<file path="src/rtl/ddrseq_pkg.sv">
package ddrseq_pkg;

    typedef enum logic [2:0] {
        OP_ACT  = 3'd0,
        OP_RD   = 3'd1,
        OP_WR   = 3'd2,
        OP_PRE  = 3'd3,
        OP_PREA = 3'd4,
        OP_MRS  = 3'd5,
        OP_RSV6 = 3'd6,
        OP_RSV7 = 3'd7
    } op_e;

    typedef enum logic {
        ST_ACCEPT,
        ST_MRD_WAIT
    } seq_state_e;

    localparam logic [2:0] CMD_ACT = 3'b011;
    localparam logic [2:0] CMD_RD  = 3'b101;
    localparam logic [2:0] CMD_WR  = 3'b100;
    localparam logic [2:0] CMD_PRE = 3'b010;
    localparam logic [2:0] CMD_MRS = 3'b000;
    localparam logic [2:0] CMD_NOP = 3'b111;

    function automatic logic [2:0] cmd_code(input op_e op);
        case (op)
            OP_ACT:          return CMD_ACT;
            OP_RD:           return CMD_RD;
            OP_WR:           return CMD_WR;
            OP_PRE, OP_PREA: return CMD_PRE;
            OP_MRS:          return CMD_MRS;
            default:         return CMD_NOP;
        endcase
    endfunction

endpackage

</file>
<file path="src/rtl/ddrseq_bank.sv">
module ddrseq_bank
    import ddrseq_pkg::*;
#(
    parameter int CW    = 8,
    parameter int ROW_W = 13,
    parameter int T_RCD = 3,
    parameter int T_RC  = 10,
    parameter int T_RAS = 7,
    parameter int T_RP  = 3,
    parameter int T_WR  = 3
) (
    input  logic             clk,
    input  logic             rst_n,
    input  logic             act_go,
    input  logic             rw_go,
    input  logic             rw_wr,
    input  logic             rw_ap,
    input  logic             pre_go,
    input  logic [ROW_W-1:0] row_in,
    input  logic [CW-1:0]    bl_half,
    output logic             open_o,
    output logic [ROW_W-1:0] row_o,
    output logic             act_ok,
    output logic             rw_ok,
    output logic             pre_ok,
    output logic             idle_ok
);

    localparam logic [CW-1:0] L_RCD = CW'(T_RCD - 1);
    localparam logic [CW-1:0] L_RC  = CW'(T_RC - 1);
    localparam logic [CW-1:0] L_RAS = CW'(T_RAS - 1);
    localparam logic [CW-1:0] L_RP  = CW'(T_RP - 1);
    localparam logic [CW-1:0] L_WR  = CW'(T_WR);

    logic             open_q;
    logic [ROW_W-1:0] row_q;
    logic [CW-1:0]    rcd_q, rc_q, ras_q, rp_q, rec_q;
    logic [CW-1:0]    recov, ap_wait, rec_dec, rec_next;

    function automatic logic [CW-1:0] dec(input logic [CW-1:0] v);
        return (v == '0) ? v : v - 1'b1;
    endfunction

    always_comb begin
        recov    = bl_half + (rw_wr ? L_WR : '0);
        ap_wait  = ((recov > ras_q) ? recov : ras_q) + L_RP;
        rec_dec  = dec(rec_q);
        rec_next = (rec_dec > recov - 1'b1) ? rec_dec : recov - 1'b1;
    end

    assign open_o  = open_q;
    assign row_o   = row_q;
    assign act_ok  = !open_q && rc_q == '0 && rp_q == '0;
    assign rw_ok   = open_q && rcd_q == '0;
    assign pre_ok  = !open_q || (ras_q == '0 && rec_q == '0);
    assign idle_ok = !open_q && rp_q == '0;

    always_ff @(posedge clk) begin
        if (!rst_n) begin
            open_q <= 1'b0;
            row_q  <= '0;
            rcd_q  <= '0;
            rc_q   <= '0;
            ras_q  <= '0;
            rp_q   <= '0;
            rec_q  <= '0;
        end else begin
            rcd_q <= dec(rcd_q);
            rc_q  <= dec(rc_q);
            ras_q <= dec(ras_q);
            rp_q  <= dec(rp_q);
            rec_q <= rec_dec;
            if (act_go) begin
                open_q <= 1'b1;
                row_q  <= row_in;
                rcd_q  <= L_RCD;
                rc_q   <= L_RC;
                ras_q  <= L_RAS;
            end
            if (rw_go) begin
                if (rw_ap) begin
                    open_q <= 1'b0;
                    rp_q   <= ap_wait;
                end else begin
                    rec_q <= rec_next;
                end
            end
            if (pre_go && open_q) begin
                open_q <= 1'b0;
                rp_q   <= L_RP;
            end
        end
    end

    assert_rw_needs_open_R3: assert property (@(posedge clk) disable iff (!rst_n)
        rw_go |-> (open_q && rcd_q == '0));

    assert_act_needs_closed_R4: assert property (@(posedge clk) disable iff (!rst_n)
        act_go |-> (!open_q && rc_q == '0 && rp_q == '0));

    assert_close_after_ras_R5: assert property (@(posedge clk) disable iff (!rst_n)
        (pre_go && open_q) |-> (ras_q == '0 && rec_q == '0));

    assert_ap_closes_R7: assert property (@(posedge clk) disable iff (!rst_n)
        (rw_go && rw_ap) |=> !open_q);

endmodule

</file>
<file path="src/rtl/ddrseq_gate.sv">
module ddrseq_gate #(
    parameter int CW    = 8,
    parameter int T_RRD = 2,
    parameter int T_WTR = 1
) (
    input  logic          clk,
    input  logic          rst_n,
    input  logic          act_go,
    input  logic          rd_go,
    input  logic          wr_go,
    input  logic [CW-1:0] bl_half,
    output logic          act_ok,
    output logic          rd_ok
);

    localparam logic [CW-1:0] L_RRD = CW'(T_RRD - 1);
    localparam logic [CW-1:0] L_WTR = CW'(T_WTR);

    logic [CW-1:0] rrd_q, wtr_q;

    assign act_ok = (rrd_q == '0);
    assign rd_ok  = (wtr_q == '0);

    always_ff @(posedge clk) begin
        if (!rst_n) begin
            rrd_q <= '0;
            wtr_q <= '0;
        end else begin
            rrd_q <= act_go ? L_RRD : ((rrd_q == '0) ? rrd_q : rrd_q - 1'b1);
            wtr_q <= wr_go ? (bl_half + L_WTR) : ((wtr_q == '0) ? wtr_q : wtr_q - 1'b1);
        end
    end

    assert_rrd_spacing_R4: assert property (@(posedge clk) disable iff (!rst_n)
        act_go |-> rrd_q == '0);

    assert_wtr_spacing_R9: assert property (@(posedge clk) disable iff (!rst_n)
        rd_go |-> wtr_q == '0);

endmodule

</file>
<file path="src/rtl/ddr_cmd_sequencer.sv">
module ddr_cmd_sequencer
    import ddrseq_pkg::*;
#(
    parameter int ROW_W = 13,
    parameter int COL_W = 10,
    parameter int BA_W  = 2,
    parameter int CW    = 8,
    parameter int T_RCD = 3,
    parameter int T_RP  = 3,
    parameter int T_RRD = 2,
    parameter int T_RC  = 10,
    parameter int T_RAS = 7,
    parameter int T_WR  = 3,
    parameter int T_WTR = 1,
    parameter int T_MRD = 2
) (
    input  logic             clk,
    input  logic             rst_n,
    input  logic             req_valid,
    input  logic [2:0]       req_op,
    input  logic [BA_W-1:0]  req_bank,
    input  logic [ROW_W-1:0] req_addr,
    input  logic [1:0]       bl_sel,
    input  logic             cmd_hold,
    output logic             req_ready,
    output logic             row_hit,
    output logic [(1<<BA_W)-1:0] bank_open,
    output logic             ddr_cs_n,
    output logic             ddr_ras_n,
    output logic             ddr_cas_n,
    output logic             ddr_we_n,
    output logic [BA_W-1:0]  ddr_ba,
    output logic [ROW_W-1:0] ddr_addr
);

    localparam int NBANK  = 1 << BA_W;
    localparam int AP_BIT = COL_W;
    localparam logic [CW-1:0] L_MRD = CW'(T_MRD - 1);

    op_e           op;
    seq_state_e    state_q, state_d;
    logic [CW-1:0] mrd_q;
    logic [CW-1:0] bl_half;
    logic          ap_flag, pre_all, grant_ok, fire;
    logic          g_act_ok, g_rd_ok;
    logic [NBANK-1:0] act_go, rw_go, pre_go, hit_bank;
    logic [NBANK-1:0] act_ok_v, rw_ok_v, pre_ok_v, idle_ok_v;
    logic [ROW_W-1:0] row_v [NBANK];
    logic [ROW_W-1:0] addr_d;

    assign op      = op_e'(req_op);
    assign ap_flag = req_addr[AP_BIT];
    assign pre_all = (op == OP_PREA) || (op == OP_PRE && ap_flag);

    always_comb begin
        unique case (bl_sel)
            2'd0:    bl_half = CW'(1);
            2'd1:    bl_half = CW'(2);
            default: bl_half = CW'(4);
        endcase
    end

    always_comb begin
        unique case (op)
            OP_ACT:  grant_ok = act_ok_v[req_bank] && g_act_ok;
            OP_RD:   grant_ok = rw_ok_v[req_bank] && g_rd_ok;
            OP_WR:   grant_ok = rw_ok_v[req_bank];
            OP_PRE:  grant_ok = pre_all ? (&pre_ok_v) : pre_ok_v[req_bank];
            OP_PREA: grant_ok = &pre_ok_v;
            OP_MRS:  grant_ok = &idle_ok_v;
            default: grant_ok = 1'b0;
        endcase
    end

    assign req_ready = (state_q == ST_ACCEPT) && !cmd_hold && grant_ok;
    assign fire      = req_valid && req_ready;
    assign row_hit   = bank_open[req_bank] && (row_v[req_bank] == req_addr);

    generate
        for (genvar i = 0; i < NBANK; i++) begin : g_bank
            assign hit_bank[i] = (req_bank == BA_W'(i));
            assign act_go[i]   = fire && op == OP_ACT && hit_bank[i];
            assign rw_go[i]    = fire && (op == OP_RD || op == OP_WR) && hit_bank[i];
            assign pre_go[i]   = fire && (pre_all || (op == OP_PRE && hit_bank[i]));

            ddrseq_bank #(
                .CW(CW), .ROW_W(ROW_W), .T_RCD(T_RCD), .T_RC(T_RC),
                .T_RAS(T_RAS), .T_RP(T_RP), .T_WR(T_WR)
            ) u_bank (
                .clk(clk), .rst_n(rst_n),
                .act_go(act_go[i]), .rw_go(rw_go[i]), .rw_wr(op == OP_WR),
                .rw_ap(ap_flag), .pre_go(pre_go[i]), .row_in(req_addr),
                .bl_half(bl_half), .open_o(bank_open[i]), .row_o(row_v[i]),
                .act_ok(act_ok_v[i]), .rw_ok(rw_ok_v[i]),
                .pre_ok(pre_ok_v[i]), .idle_ok(idle_ok_v[i])
            );
        end
    endgenerate

    ddrseq_gate #(.CW(CW), .T_RRD(T_RRD), .T_WTR(T_WTR)) u_gate (
        .clk(clk), .rst_n(rst_n),
        .act_go(fire && op == OP_ACT), .rd_go(fire && op == OP_RD),
        .wr_go(fire && op == OP_WR), .bl_half(bl_half),
        .act_ok(g_act_ok), .rd_ok(g_rd_ok)
    );

    always_comb begin
        state_d = state_q;
        unique case (state_q)
            ST_ACCEPT:   if (fire && op == OP_MRS && T_MRD > 1) state_d = ST_MRD_WAIT;
            ST_MRD_WAIT: if (mrd_q <= CW'(1)) state_d = ST_ACCEPT;
            default:     state_d = ST_ACCEPT;
        endcase
    end

    always_ff @(posedge clk) begin
        if (!rst_n) begin
            state_q <= ST_ACCEPT;
            mrd_q   <= '0;
        end else begin
            state_q <= state_d;
            if (fire && op == OP_MRS) mrd_q <= L_MRD;
            else if (mrd_q != '0)     mrd_q <= mrd_q - 1'b1;
        end
    end

    always_comb begin
        addr_d = '0;
        unique case (op)
            OP_ACT, OP_MRS: addr_d = req_addr;
            OP_RD, OP_WR: begin
                addr_d[COL_W-1:0] = req_addr[COL_W-1:0];
                addr_d[AP_BIT]    = ap_flag;
            end
            OP_PRE, OP_PREA: addr_d[AP_BIT] = pre_all;
            default: addr_d = '0;
        endcase
    end

    always_ff @(posedge clk) begin
        if (!rst_n || !fire) begin
            ddr_cs_n <= 1'b1;
            {ddr_ras_n, ddr_cas_n, ddr_we_n} <= CMD_NOP;
            ddr_ba   <= '0;
            ddr_addr <= '0;
        end else begin
            ddr_cs_n <= 1'b0;
            {ddr_ras_n, ddr_cas_n, ddr_we_n} <= cmd_code(op);
            ddr_ba   <= req_bank;
            ddr_addr <= addr_d;
        end
    end

    assert_idle_deselect_R2: assert property (@(posedge clk) disable iff (!rst_n)
        !fire |=> ddr_cs_n);

    assert_hold_blocks_R11: assert property (@(posedge clk) disable iff (!rst_n)
        cmd_hold |-> !req_ready);

    assert_mrs_all_closed_R10: assert property (@(posedge clk) disable iff (!rst_n)
        (fire && op == OP_MRS) |-> bank_open == '0);

    assert_mrs_gap_R10: assert property (@(posedge clk) disable iff (!rst_n)
        (fire && op == OP_MRS && T_MRD > 1) |=> !req_ready);

endmodule

</file>
<file path="config.mk">
export PLATFORM = sky130hd
export DESIGN_NAME = ddr_cmd_sequencer
export DESIGN_NICKNAME = d
export VERILOG_FILES = /design/src/rtl/ddrseq_pkg.sv /design/src/rtl/ddrseq_bank.sv /design/src/rtl/ddrseq_gate.sv /design/src/rtl/ddr_cmd_sequencer.sv
export SDC_FILE = /design/constraint.sdc
export NUM_CORES = 1
export LEC_CHECK = 0
export BUFFER_PORTS_ARGS = -buffer_cell sky130_fd_sc_hd__buf_2
export CAP_MARGIN = 15
export CORE_UTILIZATION = 57
export CTS_CLUSTER_SIZE = 30
export DETAILED_ROUTE_END_ITERATION = 10
export GPL_ROUTABILITY_DRIVEN = 1
export PLACE_DENSITY = 0.77
export SYNTH_ARGS = -nofsm -noshare
export SYNTH_HDL_FRONTEND = slang
export SYNTH_SLANG_ARGS = --single-unit
</file>
<file path="constraint.sdc">
create_clock -name clk -period 4.5 [get_ports clk]
set_input_delay 0.45 -clock clk [delete_from_list [all_inputs] [get_ports clk]]
set_output_delay 0.45 -clock clk [all_outputs]
set_load 0.05 [all_outputs]
</file>
; ---- Word level (Yosys, flattened, before mapping)
; Cells that the tools add are included.
[classes]
addsub = 30
reduce_logical = 113
n_mux = 99
bitwise_logic = 5
n_lt_le_gt_ge = 11
n_eq_ne = 24
[op_table]
columns = operator, n
row1 = $mux 8, 34
row2 = $sub 8x1->8 const B, 24
row3 = $logic_not 8->1, 22
row4 = $gt 8x8->1, 8
row5 = $logic_and 1x1->1, 51
row6 = $add 8x2->8 const B, 4
row7 = $mux 4, 8
row8 = $ne 2x1->1 const B, 14
row9 = $reduce_or 2->1, 14
row10 = $bmux 13 s2, 1
row11 = $mux 13, 2
row12 = $mux 2, 13
row13 = $mux 1, 24
row14 = $mux 3, 8
row15 = $pmux 3 s5, 1
row16 = $eq 13x13->1, 1
row17 = $logic_or 1x1->1, 11
row18 = $add 3x8->8, 1
row19 = $bmux 1 s2, 4
row20 = $le 8x1->1 const B, 1
row21 = $reduce_and 4->1, 2
row22 = $reduce_bool 8->1, 1
row23 = $logic_not 1->1, 7
row24 = $eq 3x2->1 const B, 2
row25 = 16 further kinds, 24
[totals]
output_inout_bits = 25
regBits = 260

; ---- Depth between registers and ports, before layout
[depth]
ltp_word = 14
ltp_mapped = 21
ltp_nobuf = 18

; ---- Hierarchy
; From an unflattened synthesis, not the netlist that was laid out.
[unflattened]
hier_cells = 1985
hier_area_um2 = 16877.4
[modules_own_cells]
columns = mod, area_each_um2, cells_per_inst, instances, seq_area_each_um2
row1 = ddrseq_bank, 3410.8, 413, 4, 1081.0
row2 = ddr_cmd_sequencer, 2306.0, 228, 1, 560.5
row3 = ddrseq_gate, 928.4, 105, 1, 320.3

; ---- Worst setup path after synthesis
; OpenSTA, ideal clock, no wires.
[synth_timing]
path_type = input to register
start = input req_op[2]
end = register g_bank[0].u_bank.rec_q[0]
t_arrival_ps = 4498
setup_ps = 121
t_required_ps = 4379
slack_ps = -119
cell_stages = 20
cell_sequence = buf_2 -> or3b_1 -> buf_2 -> inv_2 -> nand2_1 -> fa_1 -> xor2_1 -> clkinv_1 -> nor3_1 -> ha_1 -> ha_1 -> and3_1 -> nand3_1 -> o21ai_0 -> a21o_1 -> maj3_1 -> nor2_1 -> or4_1 -> buf_6 -> mux2_4
[synth_between]
elab_chain_len = 10
word_cells_on_any_way = 22
cone_classes = 2 x add/sub / 1 x order compare / 5 x eq/ne / 6 x mux / 8 x reduce/logical
[synth_rtl]
columns = item, line
row1 = start: declaration, ddr_cmd_sequencer.sv:20  ; input logic [2:0] req_op,
row2 = branches (longest 9 deep; another with $add 3x8->8), -
row3 = $mux 8 (*), ddrseq_bank.sv:80  ; if (rw_go) begin
row4 = end signal: assignment, ddrseq_bank.sv:72  ; rec_q <= rec_dec;
row5 = end signal: assignment, ddrseq_bank.sv:85  ; rec_q <= rec_next;
row6 = end: declaration, ddrseq_bank.sv:37  ; logic [CW-1:0] rcd_q, rc_q, ras_q, rp_q, rec_q;
; Mark *: on every way between the ends.
; A chain may end at the register's enable or synchronous reset.

; ---- Worst setup path in the final report
[layout_timing]
start = register g_bank[1].u_bank.rec_q[0]
end = output req_ready
[layout_between]
elab_chain_len = 8
word_cells_on_any_way = 9
cone_classes = 4 x mux / 5 x reduce/logical
[layout_rtl]
columns = item, line
row1 = start: declaration, ddrseq_bank.sv:37
row2 = start signal: assignment, ddrseq_bank.sv:72
row3 = start signal: assignment, ddrseq_bank.sv:85
row4 = $logic_not 8->1 (*), ddrseq_bank.sv:55  ; assign pre_ok = !open_q || (ras_q == '0 && rec_q == '0);
row5 = $logic_and 1x1->1 (*), ddrseq_bank.sv:55
row6 = $logic_or 1x1->1 (*), ddrseq_bank.sv:55
row7 = $bmux 1 s2, ddr_cmd_sequencer.sv:68  ; OP_PRE: grant_ok = pre_all ? (&pre_ok_v) : pre_ok_v[req_bank];
row8 = $mux 1 (implied by the code), ddr_cmd_sequencer.sv:68
row9 = $mux 1, ddr_cmd_sequencer.sv:68
row10 = $pmux 1 s6 (*), ddr_cmd_sequencer.sv:64  ; unique case (op)
row11 = $logic_and 1x1->1 (*), ddr_cmd_sequencer.sv:75  ; assign req_ready = (state_q == ST_ACCEPT) && !cmd_hold && grant_ok;
row12 = end: declaration, ddr_cmd_sequencer.sv:25  ; output logic req_ready,
; Mark *: on every way between the ends. The rest lies on a longest branch, timed or not. The select of a mux whose other input is x is not followed.

==> run summary <==
CORE AREA: 0.0253 mm^2
RSZ-0062 raised after global routing: no
Synthesized Nets: 1,824
Worst path max stage delay: 0.44 ns
Initial cell density of the core: 58.3%
Final hold vios: 0
Clock Sinks: 260
Minimum clock period: 4.01 ns
Register area share after synthesis: 35.2%
Worst path slowest cell: nor3_4
Worst-path fanout max: 8
Max Freq: 249 MHz
Flop pwr share: 30.3%
CTS Buffer Depth: 3
Crit path capture type: primary output
Synth area leader: dfxtp_1
P&R area growth vs syn: 11.7%
Data required time at the worst endpoint: 4.05 ns
Initial antenna violation count: 1
IO Pins: 49
Total of fill cells in the finished design: 2,036
Hold_buf cts: 0
Worst Tran Pin Value: 0.777 ns
CTS tree: built
Async SR Flop Fraction: 0%
Area contributors post-synth: dfxtp_1 (35%), ha_1 (7.6%), mux2i_1 (7.0%)
Die Y: 163 um
Number of flops mapped to enable cells by yosys: 0
Switching share of total power: 41.5%
Tcrit/Tclk final: 89.2%
Most frequent cells in the layout: dfxtp_1 (260), nor2_1 (232), nand2_1 (167)
Total grt overflow: 0
Setup slack, reg-to-reg: 0.76 ns
Yosys reg bits: 260
Syn Area/Cell: 8.64 um^2
Status: finished, final reports clean
R2R Path Start: g_bank[0].u_bank.rec_q[0]
Main synth FF type: dfxtp_1
Clk pin slew, worst setup/hold paths: 0.06 ns
Internal power: 7110 uW
Worst min path class: input port to flip-flop
H-Tree Depth: 1
Initial DRT Pass Iterations: 6
Hold Path End: ddr_addr[7]
Via density: 5.82
Setup TNS: 0 ns
Synth Instances: 1,709
Pre-CTS WS: 0.0759 ns
CP arrival: 3.56 ns
Setup CP Type: flip-flop to primary output
TritonCTS Buffers: 28
DPL Wire Length: 26,100 um
Post-layout net count: 1,892
Die Area: 0.0266 mm^2
Max Clock Skew: 0.0161 ns
Gate power share: 50.0%
Fin util: 65.1%
First-pass GRT wire length: 58,900 um
Routed wire per std cell: 16.9 um
Port bufs: 48
Worst skew pair latency: 0.56 ns
Footprint of the multi-input gates: 0.00898 mm^2
VDD IR max: 0.000473 V
HP Start: req_addr[7]
Die X: 163 um
Worst setup margin: 0.485 ns
Worst slew margin: 47.9%
Cell Chain, Critical Path: inv_1 > ha_1 > nor3b_1 > and2_2 > nand2_1 > a311o_1 > nor3_4 > nor2_2 > nor2_1 > buf_2
Cts repair resizes: 0
Synth warn: 0
Max-slew violations: 0
Power share of the clock group: 19.7%
Register area: 0.00520 mm^2
Terminus of the critical flop-to-flop path: g_bank[0].u_bank.rec_q[6]
Largest net degree at the start of global routing: 69
Setup Fix Bufs, Post-CTS: 0
CTS root buffer: clkbuf_16
DRT antenna net count: 0
Finish-stage setup viols: 0
CP Launch Type: flip-flop
Layout cells sized above 1: 11.8%
Vias in the first global route: 12,122
WP buf/inv: 2
Synth unique cells: 76
Pleak: 0.00707 uW
Number of max-cap violations: 0
Placer Congestion: 0.942
Hold Crit Depth: 2
Row Count: 58
Power Density: 736 mW/mm^2
Cell area after synthesis: 0.0148 mm^2
Drc violations: 0
Most common cell after layout, fill and taps aside: dfxtp_1
Reg2Reg Depth: 15
Drt initial violations: 1,005
Final WL: 36,000 um
CP delay by family, top: simple AND/OR/NAND/NOR gates
Design Power: 12,100 uW
DR vias: 12,391
CP Depth: 10
Total track usage: 27.4%
P_sw: 5040 uW
Post-synth top area share: 35.2%
layer usage:
layer / GRT usage (%) / up-vias / part of all wire [%]
met5: 0.189 / - / 0
li1: - / 6106 / -
met2: 46.0 / 356 / 47
met4: 10.8 / 0 / 3.7
met3: 3.97 / 98 / 5.7
met1: 35.2 / 5831 / 44
worst max path at each step:
stage,end,from
6_report,req_ready,g_bank[1].u_bank.rec_q[0]
5_1_grt,g_bank[2].u_bank.rec_q[4],req_op[2]
4_1_cts,req_ready,g_bank[1].u_bank.rec_q[0]
3_5_place_dp,g_bank[1].u_bank.rec_q[4],req_op[2]
3_3_place_gp,g_bank[1].u_bank.rec_q[6],req_op[2]
2_1_floorplan,g_bank[0].u_bank.rec_q[0],req_op[2]
flip-flops by register name, indices dropped and copies added, names as in the netlist, 2 cells and up:
signal and flops:
ddr_addr 13, ddr_ba 2, g_bank.u_bank.open_o 4, g_bank.u_bank.ras_q 32, g_bank.u_bank.rc_q 32, g_bank.u_bank.rcd_q 32, g_bank.u_bank.rec_q 32, g_bank.u_bank.row_o 52
g_bank.u_bank.rp_q 32, mrd_q 8, u_gate.rrd_q 8, u_gate.wtr_q 8
final cells by class:
| class | count | share of cell area, % |
|---|---|---|
| well taps | 330 | 2.50 |
| inverters | 82 | 1.87 |
| multi-input cells | 1307 | 54.4 |
| clock buffers | 40 | 4.94 |
| flip-flops and latches | 260 | 31.5 |
| clock inverters | 10 | 0.955 |
| repair buffers | 98 | 3.73 |
| diodes | 1 | 0.0152 |
kinds of logic (layout without fill, tap and decap cells):
family / count (synthesis) / count (layout) / synth area share (%)
AO/OA/AOI/OAI: 244 / 244 / 11.1
flip-flops: 260 / 260 / 35.2
multiplexers: 131 / 131 / 10.2
buffers and inverters: 142 / 230 / 4.13
adder cells (fa/ha/maj): 92 / 92 / 7.83
XOR/XNOR: 140 / 140 / 8.35
other: 0 / 1 / 0
AND/OR/NAND/NOR: 700 / 700 / 23.2
per-stage QoR:
step / hold slack, ns / area (um^2) / cells
finish: 0.212 / 16500 / 2128
detailed placement: 0.467 / 15500 / 2077
global route: 0.206 / 16500 / 2128
CTS: 0.200 / 16500 / 2127
floorplan: 0.448 / 14800 / 1709
global placement: 0.458 / 15500 / 2077
synthesized netlist by cell type, drive strengths merged, types with 29 or more instances:
cell    number
ha          90
nand2      167
mux2i      103
a211oi      29
xnor2       92
xor2        48
nor3        63
nor4        29
inv         81
nor2       233
o21ai       54
or3         30
dfxtp      260
a21oi      101
clkbuf      36
nand3       48
power groups by stage:
stage                     Combinational (uW)  Clock [uW]  Sequential, uW
after global routing                    6880        2530            3780
after global placement                  5770           0            3670
after CTS                               6040        2430            3660
final                                   6070        2400            3680
after detailed placement                5970           0            3700
after floorplan                         4890           0            3490
Power figures use the tool's default switching activity.
